$ cat src/rtl/eaix_pkg.sv
`timescale 1ns/1ps
package eaix_pkg;
    // Field positions inside the extension word (decoded by this unit)
    localparam int XB_SEL_LO  = 12;
    localparam int XB_LONGIX  = 11;
    localparam int XB_SCL_LO  = 9;
    localparam int XB_FULL    = 8;
    localparam int XB_NOBASE  = 7;
    localparam int XB_NOIDX   = 6;
    localparam int XB_BD_LO   = 4;
    localparam int XB_POST    = 2;
    localparam int XB_OD_LO   = 0;

    localparam logic [1:0] DSZ_WORD = 2'b10;
    localparam logic [1:0] DSZ_LONG = 2'b11;

    typedef enum logic [3:0] {
        ST_IDLE,
        ST_EXT,
        ST_BD_W1,
        ST_BD_W2,
        ST_OD_W1,
        ST_OD_W2,
        ST_SUM,
        ST_MEM,
        ST_DONE
    } eaix_state_t;

    typedef struct packed {
        logic       full;
        logic       post;
        logic [1:0] bd;
        logic [1:0] od;
    } eaix_fmt_t;
endpackage

$ cat src/rtl/eaix_index.sv
`timescale 1ns/1ps
module eaix_index #(
    parameter int WORD_W = 16,
    parameter int NREGS  = 16,
    localparam int AW    = 2 * WORD_W,
    localparam int SEL_W = $clog2(NREGS)
) (
    input  logic [NREGS*AW-1:0] regs_flat,
    input  logic [SEL_W-1:0]    sel,
    input  logic                long_sel,
    input  logic [1:0]          scale,
    output logic [AW-1:0]       scaled
);
    logic [AW-1:0] bank [NREGS];
    logic [AW-1:0] raw;
    logic [AW-1:0] sized;

    generate
        for (genvar g = 0; g < NREGS; g++) begin : g_unpack
            assign bank[g] = regs_flat[g*AW +: AW];
        end
    endgenerate

    assign raw    = bank[sel];
    assign sized  = long_sel ? raw : {{WORD_W{raw[WORD_W-1]}}, raw[WORD_W-1:0]};
    assign scaled = sized << scale;
endmodule

$ cat src/rtl/eaix_disp.sv
`timescale 1ns/1ps
module eaix_disp #(
    parameter int WORD_W = 16,
    localparam int AW    = 2 * WORD_W
) (
    input  logic [WORD_W-1:0] hi_half,
    input  logic [WORD_W-1:0] word,
    input  logic              is_long,
    output logic [AW-1:0]     value
);
    assign value = is_long ? {hi_half, word} : {{WORD_W{word[WORD_W-1]}}, word};
endmodule

$ cat src/rtl/eaix_steps.sv
`timescale 1ns/1ps
module eaix_steps #(
    parameter int CW = 3
) (
    input  logic          clk,
    input  logic          rst_n,
    input  logic          clr,
    input  logic          inc,
    output logic [CW-1:0] count
);
    always_ff @(posedge clk or negedge rst_n) begin
        if (!rst_n)   count <= '0;
        else if (clr) count <= '0;
        else if (inc) count <= count + 1'b1;
    end


    steps_hold_chk: assert property (@(posedge clk) disable iff (!rst_n)
        (!inc && !clr) |=> $stable(count));
endmodule

$ cat src/rtl/eaix_unit.sv
`timescale 1ns/1ps
module eaix_unit
    import eaix_pkg::*;
#(
    parameter int WORD_W = 16,
    parameter int NREGS  = 16,
    parameter int STEP_W = 3,
    localparam int AW    = 2 * WORD_W,
    localparam int SEL_W = $clog2(NREGS)
) (
    input  logic                clk,
    input  logic                rst_n,
    input  logic                start,
    input  logic [AW-1:0]       base_in,
    input  logic [NREGS*AW-1:0] regs_in,
    output logic                busy,
    output logic                ext_req,
    input  logic                ext_ack,
    input  logic [WORD_W-1:0]   ext_word,
    output logic                mem_req,
    output logic [AW-1:0]       mem_addr,
    input  logic                mem_ack,
    input  logic [AW-1:0]       mem_data,
    output logic                done,
    output logic [AW-1:0]       ea_out,
    output logic [STEP_W-1:0]   steps_out
);
    eaix_state_t       state, nstate;
    eaix_fmt_t         fmt_q;
    logic [AW-1:0]     base_q, acc, idx_q, outer_q, ea_q;
    logic [WORD_W-1:0] dhi;
    logic [AW-1:0]     idx_now, disp_val, pre_sum;
    logic              disp_long, step_inc, step_clr;

    eaix_index #(.WORD_W(WORD_W), .NREGS(NREGS)) u_index (
        .regs_flat (regs_in),
        .sel       (ext_word[XB_SEL_LO +: SEL_W]),
        .long_sel  (ext_word[XB_LONGIX]),
        .scale     (ext_word[XB_SCL_LO +: 2]),
        .scaled    (idx_now)
    );

    assign disp_long = (state == ST_BD_W2) || (state == ST_OD_W2);

    eaix_disp #(.WORD_W(WORD_W)) u_disp (
        .hi_half (dhi),
        .word    (ext_word),
        .is_long (disp_long),
        .value   (disp_val)
    );

    assign step_clr = (state == ST_IDLE) && start;
    assign step_inc = ((state == ST_BD_W1) && ext_ack && (fmt_q.bd != DSZ_LONG))
                   || ((state == ST_BD_W2) && ext_ack)
                   || ((state == ST_OD_W1) && ext_ack && (fmt_q.od != DSZ_LONG))
                   || ((state == ST_OD_W2) && ext_ack)
                   || (state == ST_SUM)
                   || ((state == ST_MEM) && mem_ack);

    eaix_steps #(.CW(STEP_W)) u_steps (
        .clk   (clk),
        .rst_n (rst_n),
        .clr   (step_clr),
        .inc   (step_inc),
        .count (steps_out)
    );

    function automatic eaix_state_t after_od(input logic [1:0] od);
        return od[1] ? ST_OD_W1 : ST_SUM;
    endfunction

    function automatic eaix_state_t after_bd(input logic [1:0] bd, input logic [1:0] od);
        return bd[1] ? ST_BD_W1 : after_od(od);
    endfunction

    // State register
    always_ff @(posedge clk or negedge rst_n) begin
        if (!rst_n) state <= ST_IDLE;
        else        state <= nstate;
    end

    // Next-state logic
    always_comb begin
        nstate = state;
        unique case (state)
            ST_IDLE:  if (start) nstate = ST_EXT;
            ST_EXT:   if (ext_ack)
                          nstate = ext_word[XB_FULL]
                                 ? after_bd(ext_word[XB_BD_LO +: 2], ext_word[XB_OD_LO +: 2])
                                 : ST_DONE;
            ST_BD_W1: if (ext_ack)
                          nstate = (fmt_q.bd == DSZ_LONG) ? ST_BD_W2 : after_od(fmt_q.od);
            ST_BD_W2: if (ext_ack) nstate = after_od(fmt_q.od);
            ST_OD_W1: if (ext_ack)
                          nstate = (fmt_q.od == DSZ_LONG) ? ST_OD_W2 : ST_SUM;
            ST_OD_W2: if (ext_ack) nstate = ST_SUM;
            ST_SUM:   nstate = (fmt_q.od != 2'b00) ? ST_MEM : ST_DONE;
            ST_MEM:   if (mem_ack) nstate = ST_DONE;
            ST_DONE:  nstate = ST_IDLE;
            default:  nstate = ST_IDLE;
        endcase
    end

    assign pre_sum = acc + (fmt_q.post ? '0 : idx_q);

    // Datapath registers
    always_ff @(posedge clk or negedge rst_n) begin
        if (!rst_n) begin
            fmt_q   <= '0;
            base_q  <= '0;
            acc     <= '0;
            idx_q   <= '0;
            outer_q <= '0;
            ea_q    <= '0;
            dhi     <= '0;
        end else begin
            unique case (state)
                ST_IDLE: if (start) base_q <= base_in;
                ST_EXT: if (ext_ack) begin
                    fmt_q.full <= ext_word[XB_FULL];
                    fmt_q.post <= ext_word[XB_POST];
                    fmt_q.bd   <= ext_word[XB_BD_LO +: 2];
                    fmt_q.od   <= ext_word[XB_OD_LO +: 2];
                    outer_q    <= '0;
                    if (ext_word[XB_FULL]) begin
                        acc   <= ext_word[XB_NOBASE] ? '0 : base_q;
                        idx_q <= ext_word[XB_NOIDX]  ? '0 : idx_now;
                    end else begin
                        ea_q <= base_q + {{(AW-8){ext_word[7]}}, ext_word[7:0]} + idx_now;
                    end
                end
                ST_BD_W1: if (ext_ack) begin
                    if (fmt_q.bd == DSZ_LONG) dhi <= ext_word;
                    else                      acc <= acc + disp_val;
                end
                ST_BD_W2: if (ext_ack) acc <= acc + disp_val;
                ST_OD_W1: if (ext_ack) begin
                    if (fmt_q.od == DSZ_LONG) dhi     <= ext_word;
                    else                      outer_q <= disp_val;
                end
                ST_OD_W2: if (ext_ack) outer_q <= disp_val;
                ST_SUM: begin
                    if (fmt_q.od != 2'b00) acc <= pre_sum;
                    else ea_q <= pre_sum + (fmt_q.post ? idx_q : '0) + outer_q;
                end
                ST_MEM: if (mem_ack)
                    ea_q <= mem_data + (fmt_q.post ? idx_q : '0) + outer_q;
                ST_DONE: ;
                default: ;
            endcase
        end
    end

    // Outputs
    always_comb begin
        busy     = (state != ST_IDLE);
        ext_req  = (state == ST_EXT) || (state == ST_BD_W1) || (state == ST_BD_W2)
                || (state == ST_OD_W1) || (state == ST_OD_W2);
        mem_req  = (state == ST_MEM);
        done     = (state == ST_DONE);
        mem_addr = acc;
        ea_out   = ea_q;
    end


    start_accept_chk: assert property (@(posedge clk) disable iff (!rst_n)
        (start && !busy) |=> busy);

    done_in_busy_chk: assert property (@(posedge clk) disable iff (!rst_n)
        done |-> busy);

    done_pulse_chk: assert property (@(posedge clk) disable iff (!rst_n)
        done |=> (!done && !busy));

    ext_hold_chk: assert property (@(posedge clk) disable iff (!rst_n)
        (ext_req && !ext_ack) |=> ext_req);

    mem_hold_chk: assert property (@(posedge clk) disable iff (!rst_n)
        (mem_req && !mem_ack) |=> (mem_req && $stable(mem_addr)));

    steps_bound_chk: assert property (@(posedge clk) disable iff (!rst_n)
        done |-> (steps_out <= STEP_W'(4)));

    brief_steps_chk: assert property (@(posedge clk) disable iff (!rst_n)
        (done && !fmt_q.full) |-> (steps_out == '0));

    one_handshake_chk: assert property (@(posedge clk) disable iff (!rst_n)
        $onehot0({ext_req, mem_req, done}));
endmodule

$ cat config.mk
export PLATFORM = sky130hd
export DESIGN_NAME = eaix_unit
export DESIGN_NICKNAME = d
export VERILOG_FILES = /design/src/rtl/eaix_pkg.sv /design/src/rtl/eaix_index.sv /design/src/rtl/eaix_disp.sv /design/src/rtl/eaix_steps.sv /design/src/rtl/eaix_unit.sv
export SDC_FILE = /design/constraint.sdc
export NUM_CORES = 1
export LEC_CHECK = 0
export BUFFER_PORTS_ARGS = -buffer_cell sky130_fd_sc_hd__buf_2
export CORE_AREA = 3 3 256 258
export DETAILED_ROUTE_END_ITERATION = 8
export DIE_AREA = 0 0 259 261
export PLACE_DENSITY = 0.66
export SETUP_SLACK_MARGIN = 0.05
export SLEW_MARGIN = 20
export SYNTH_ARGS = -nofsm -noshare
export SYNTH_HDL_FRONTEND = slang
export SYNTH_HIERARCHICAL = 1
export SYNTH_SLANG_ARGS = --single-unit
$ cat constraint.sdc
create_clock -name clk -period 6.9 [get_ports clk]
set_input_delay 0 -clock clk [delete_from_list [all_inputs] [get_ports clk]]
set_output_delay 0 -clock clk [all_outputs]
set_load 0.02 [all_outputs]
# Word-level counts from Yosys, hierarchy flattened
# Cells that the tools add are included.
# classes
div	0
shift	1
mul	0
add_sub_neg	9
n_eq_ne	27
muxes	48
n_reduce_logical	34
order_cmp	1
n_bitwise	1
# ops
operator	n
2-to-1 mux 32 bit	22
adder 32 bit	8
one-hot mux 32 bit (3 select lines)	2
binary-select mux 32 bit (select 4 bit)	1
one-hot mux 32 bit (4 select lines)	1
2-to-1 mux 16 bit	4
2-to-1 mux 4 bit	10
one-hot mux 16 bit (2 select lines)	1
one-hot mux 4 bit (8 select lines)	1
<< shifter 32 x 2 -> 32 bit	1
inequality test 2 bit, second input constant	15
== test 4 x 3 -> 1 bit, second input constant	4
AND reduction 5 bit	3
AND reduction 7 bit	2
logical OR 1 bit	10
2-to-1 mux 3 bit	3
== test 4 x 2 -> 1 bit, second input constant	2
logical AND 1 bit	8
nonzero test 4 bit	2
2-to-1 mux 2 bit	3
nonzero test 2 bit	3
nonzero test 3 bit	2
greater-or-equal comparator 5 bit, second input constant	1
inverter 4 -> 5 bit	1
8 further kinds	11
# totals
n_memories	0
latch_bits	0
ramBits	0
wordCells	132
romBits	0
ff_bits	188

# Longest topological paths before layout
# depth
word_depth	10
ltp_mapped	26
ltp_nobuf	25

# Hierarchy
# Netlist, hierarchy kept.
# by_module_without_submodules
mod	seq_area_each_um2	instances	area_each_um2	cells_per_inst
eaix_unit	4629.4	1	18775.5	2230
eaix_index	0.0	1	5205.0	454
eaix_disp	0.0	1	374.1	35
eaix_steps	75.1	1	136.4	11

# Worst setup path after synthesis
# Ideal clock, no wire load.
# synth_path
path_type	register to register
from	reg fmt_q[4] (netlist name)
to	reg ea_q[30] (netlist: ea_out[30])
required_time_ns	6.768
path_buffers	2
path_stages_with_launch	25
path_slack_ns	1.460
arrival_ns	5.308
synth_period_minus_slack_ns	5.440
path_cell_list	dfrtp_1 -> clkbuf_1 -> clkbuf_1 -> nor2b_1 -> ha_1 -> a211oi_4 -> o211ai_2 -> a21oi_4 -> nor2_1 -> a221o_1 -> a221oi_2 -> xor2_1 -> fa_1 -> inv_1 -> ha_1 -> a21o_1 -> a21o_1 -> nor2_1 -> nand4_1 -> and2_1 -> a211o_1 -> o31ai_1 -> xnor2_1 -> a221oi_1 -> a21oi_1
# synth_between
elab_chain_len	6
# synth_lines
element	line	source
from (decl)	eaix_unit.sv:29	eaix_fmt_t fmt_q;
2-to-1 mux 32 bit	eaix_unit.sv:104	assign pre_sum = acc + (fmt_q.post ? '0 : idx_q);
adder 32 bit	eaix_unit.sv:104	
adder 32 bit (2 in a row)	eaix_unit.sv:144	else ea_q <= pre_sum + (fmt_q.post ? idx_q : '0) + outer_q;
2-to-1 mux 32 bit	eaix_unit.sv:143	if (fmt_q.od != 2'b00) acc <= pre_sum;
one-hot mux 32 bit (3 select lines) *	eaix_unit.sv:117	unique case (state)
to (signal assigned)	eaix_unit.sv:129	ea_q <= base_q + {{(AW-8){ext_word[7]}}, ext_word[7:0]} + idx_now;
to (signal assigned)	eaix_unit.sv:144	
to (signal assigned)	eaix_unit.sv:147	ea_q <= mem_data + (fmt_q.post ? idx_q : '0) + outer_q;
to (decl)	eaix_unit.sv:30	logic [AW-1:0] base_q, acc, idx_q, outer_q, ea_q;
# Every way passes the cells marked *; elsewhere a longest branch is shown, timed or not. The select of a mux whose other input is x is not followed.
# A chain may end at the register's enable or synchronous reset.

# Worst setup path in the final report
# Ends and elaborated chain as after synthesis.

==> results.cfg <==
[placed_design]
dp_cells = 4128
portBuffers = 667
place_area_sq_um = 28500
dpl.hpwl_um = 109000
gp_congestion = 1.05

[run]
cap_violations = 0

[synth]
async_flop_share = 1.00
synth_edf_count = 0
avgSynthCellArea_sq_um = 8.97
yosysUniqueCellTypes = 99
synth-xor-area-share = 0.0458
synth_area_sq_um = 24500
synth_top_family_by_area = compound AO/OA/AOI/OAI gates
synth.mux.area_fraction = 0.177
yosys.area_share.simple = 0.148
synth_nets = 3603
synth_compound_area_frac = 0.207
yosys_warnings = 6
seq_area_frac_synth = 0.192
synthTopCellsByArea = dfrtp_1 19%, mux4_2 10%, ha_1 9.1%
synth_flop_cell = dfrtp_1
synth_top_area_share = 0.192
netlist_top_cells_count = 370 x nand2_1, 188 x dfrtp_1, 178 x ha_1
synth_seq_cells = 188
yosysMostFrequentCell = nand2_1
netlist.top_cell.by_area = dfrtp_1
synthCells = 2730
synthAdderAreaFrac = 0.171

[die]
ios = 668
die_w_um = 259
dieArea_sq_um = 67600
rows = 92
fp.coreArea_sq_um = 63200
start_util = 0.388
die_h_um = 261

[power_and_ir_drop]
power.density_nw_per_um2 = 522
finalPower_mw = 15.5
leakagePower_nw = 14.6
ir_worst_vdd_uv = 221

[cts]
cts_tree = done
clk_latency_ns = 0.47
clk_path_buf_depth = 2
clk_pin_slew_ns = 0.07
cts_buffers = 17
cts_sinks = 188
clockRootBuffer = clkbuf_16
cts-htree-levels = 4

[cells_and_area]
nNetsFinal = 4217
seqCellArea_sq_um = 4700
syn2layout_area_growth_pct = 21.3
fill_cells = 6176
stdcell_count = 4255
multi_input_area_sq_um = 18400
final_cell_area_sq_um = 29700
drive_above_1_share = 0.279

[setup_path]
worstPathRequired_ns = 7.24
cp-start-kind = flop
path_class = reg -> reg
cp_max_fo = 12
regToRegSetupSlack_ns = 0.60
cpMaxStageDelayCell = dfrtp_1
crit_arrival_ns = 6.64
r2r_end = ea_out[30]
rr_worst_depth = 25
reg2reg_from = fmt_q[4]
slowest_delay_ns = 0.52
end_kind = flop

[hold_path]
min_path_type = in -> async

[timing]
fin_crit_ns = 6.30
finalSetupViolCount = 0
setup_tns_ns = 0
timing.fmax_mhz = 159
relSlewSlack = 0.254
finalHoldViolations = 0
skew_ns = 0.0126
fin_crit_sh = 0.913
worst_pin_slew_ns = 1.12
rsz0062_at_grt = false
slew_viol_final = 0

[global_routing]
top_usage_layer = met2
grt_pass1_wl_um = 176000
grt.overflow.total = 0
grt_pass1_vias = 23900
met1_usage = 0.493
antenna_found_initial = 89
grt_max_degree = 76
grt_usage = 0.369
grtUsageMet3 = 0.121
grtUsageMet2 = 0.537

[route]
initialDrtViolationCount = 3266
wl_per_cell_um = 30.3
ant_nets = 0
vias_per_cell = 6.00
routed_wl_um = 129000
dr.pass1.iters = 6
drc = 0
via_count = 25500

[run_status]
outcome = complete, no violations
[flip-flops by register name, summed over array words and instances (netlist names)]
signal / count
state: 4
outer_q: 32
base_q: 32
dhi: 16
ea_out: 32
idx_q: 32
fmt_q: 5
u_steps/count: 3
mem_addr: 32
[worst max-delay path by stage]
stage	start	to	slack (ns)
after floorplan	fmt_q[4]	ea_out[30]	1.46
after global placement	fmt_q[4]	ea_out[30]	0.82
after global routing	fmt_q[4]	ea_out[30]	0.18
after CTS	fmt_q[4]	ea_out[30]	0.69
final	fmt_q[4]	ea_out[30]	0.60
after detailed placement	fmt_q[4]	ea_out[30]	0.76
[metrics by stage]
step / setup slack [ns] / util / hold WS [ns]
5_1_grt: 0.181 / 0.469 / 0.117
3_3_place_gp: 0.816 / 0.451 / 0.0276
6_report: 0.600 / 0.470 / 0.0733
2_1_floorplan: 1.46 / - / -0.296
3_5_place_dp: 0.756 / 0.451 / 0.0304
4_1_cts: 0.693 / 0.468 / 0.0602
[critical path: cells and delay by family (launching register included)]
kind	cells	cell delay, ns
adder cells (fa/ha/maj)	4	1.46
AND/OR/NAND/NOR	5	1.00
buffers and inverters	2	0.12
AO/OA/AOI/OAI	12	2.83
XOR/XNOR	2	0.23
flip-flops	1	0.52
[report_power, final]
group | internal, mW | switching, mW | total, mW
clock network | 0.601 | 0.510 | 1.11
registers | 1.61 | 0.569 | 2.18
logic | 4.71 | 7.50 | 12.2
total | 6.93 | 8.58 | 15.5
[cell type report]
cell class,instances,share of cell area
Sequential cell,188,0.158
Antenna cell,52,0.00438
Clock inverter,13,0.00606
Clock buffer,19,0.0152
Tap cell,846,0.0356
Inverter,180,0.0227
Multi-Input combinational cell,2210,0.619
Timing Repair Buffer,747,0.139
[routing by layer]
metal / part of all wire / wire length [um] / vias up
li1: - / - / 11300
met1: 0.39 / 50900 / 12400
met2: 0.43 / 55000 / 1595
met3: 0.13 / 16700 / 223
met4: 0.047 / 6090 / 34
met5: 0.0016 / 203 / -
[cells in the final DEF (no fill, tap or decap), types with 98 or more instances in the layout]
master   count
inv_1      174
ha_1       178
nand2_1    369
mux4_2     109
dfrtp_1    188
a21oi_1    165
o21ai_0    140
nor2_1     164
fa_1        98
buf_2      663
[cells by family after synthesis]
family | Yosys count
AOI/OAI and AO/OA | 748
xor gates and xnor gates | 128
buffers and inverters | 332
and+or+nand+nor | 800
DFF | 188
adders and majority gates | 276
muxes | 258
[what timing repair did]
action / CTS / global route
hold buffers: 42 / 0
endpoints found under the hold margin: 106 / 0
buffers inserted: 0 / 0
gates resized for setup: 0 / 0
No activity file was read; power rests on OpenSTA's default activity.
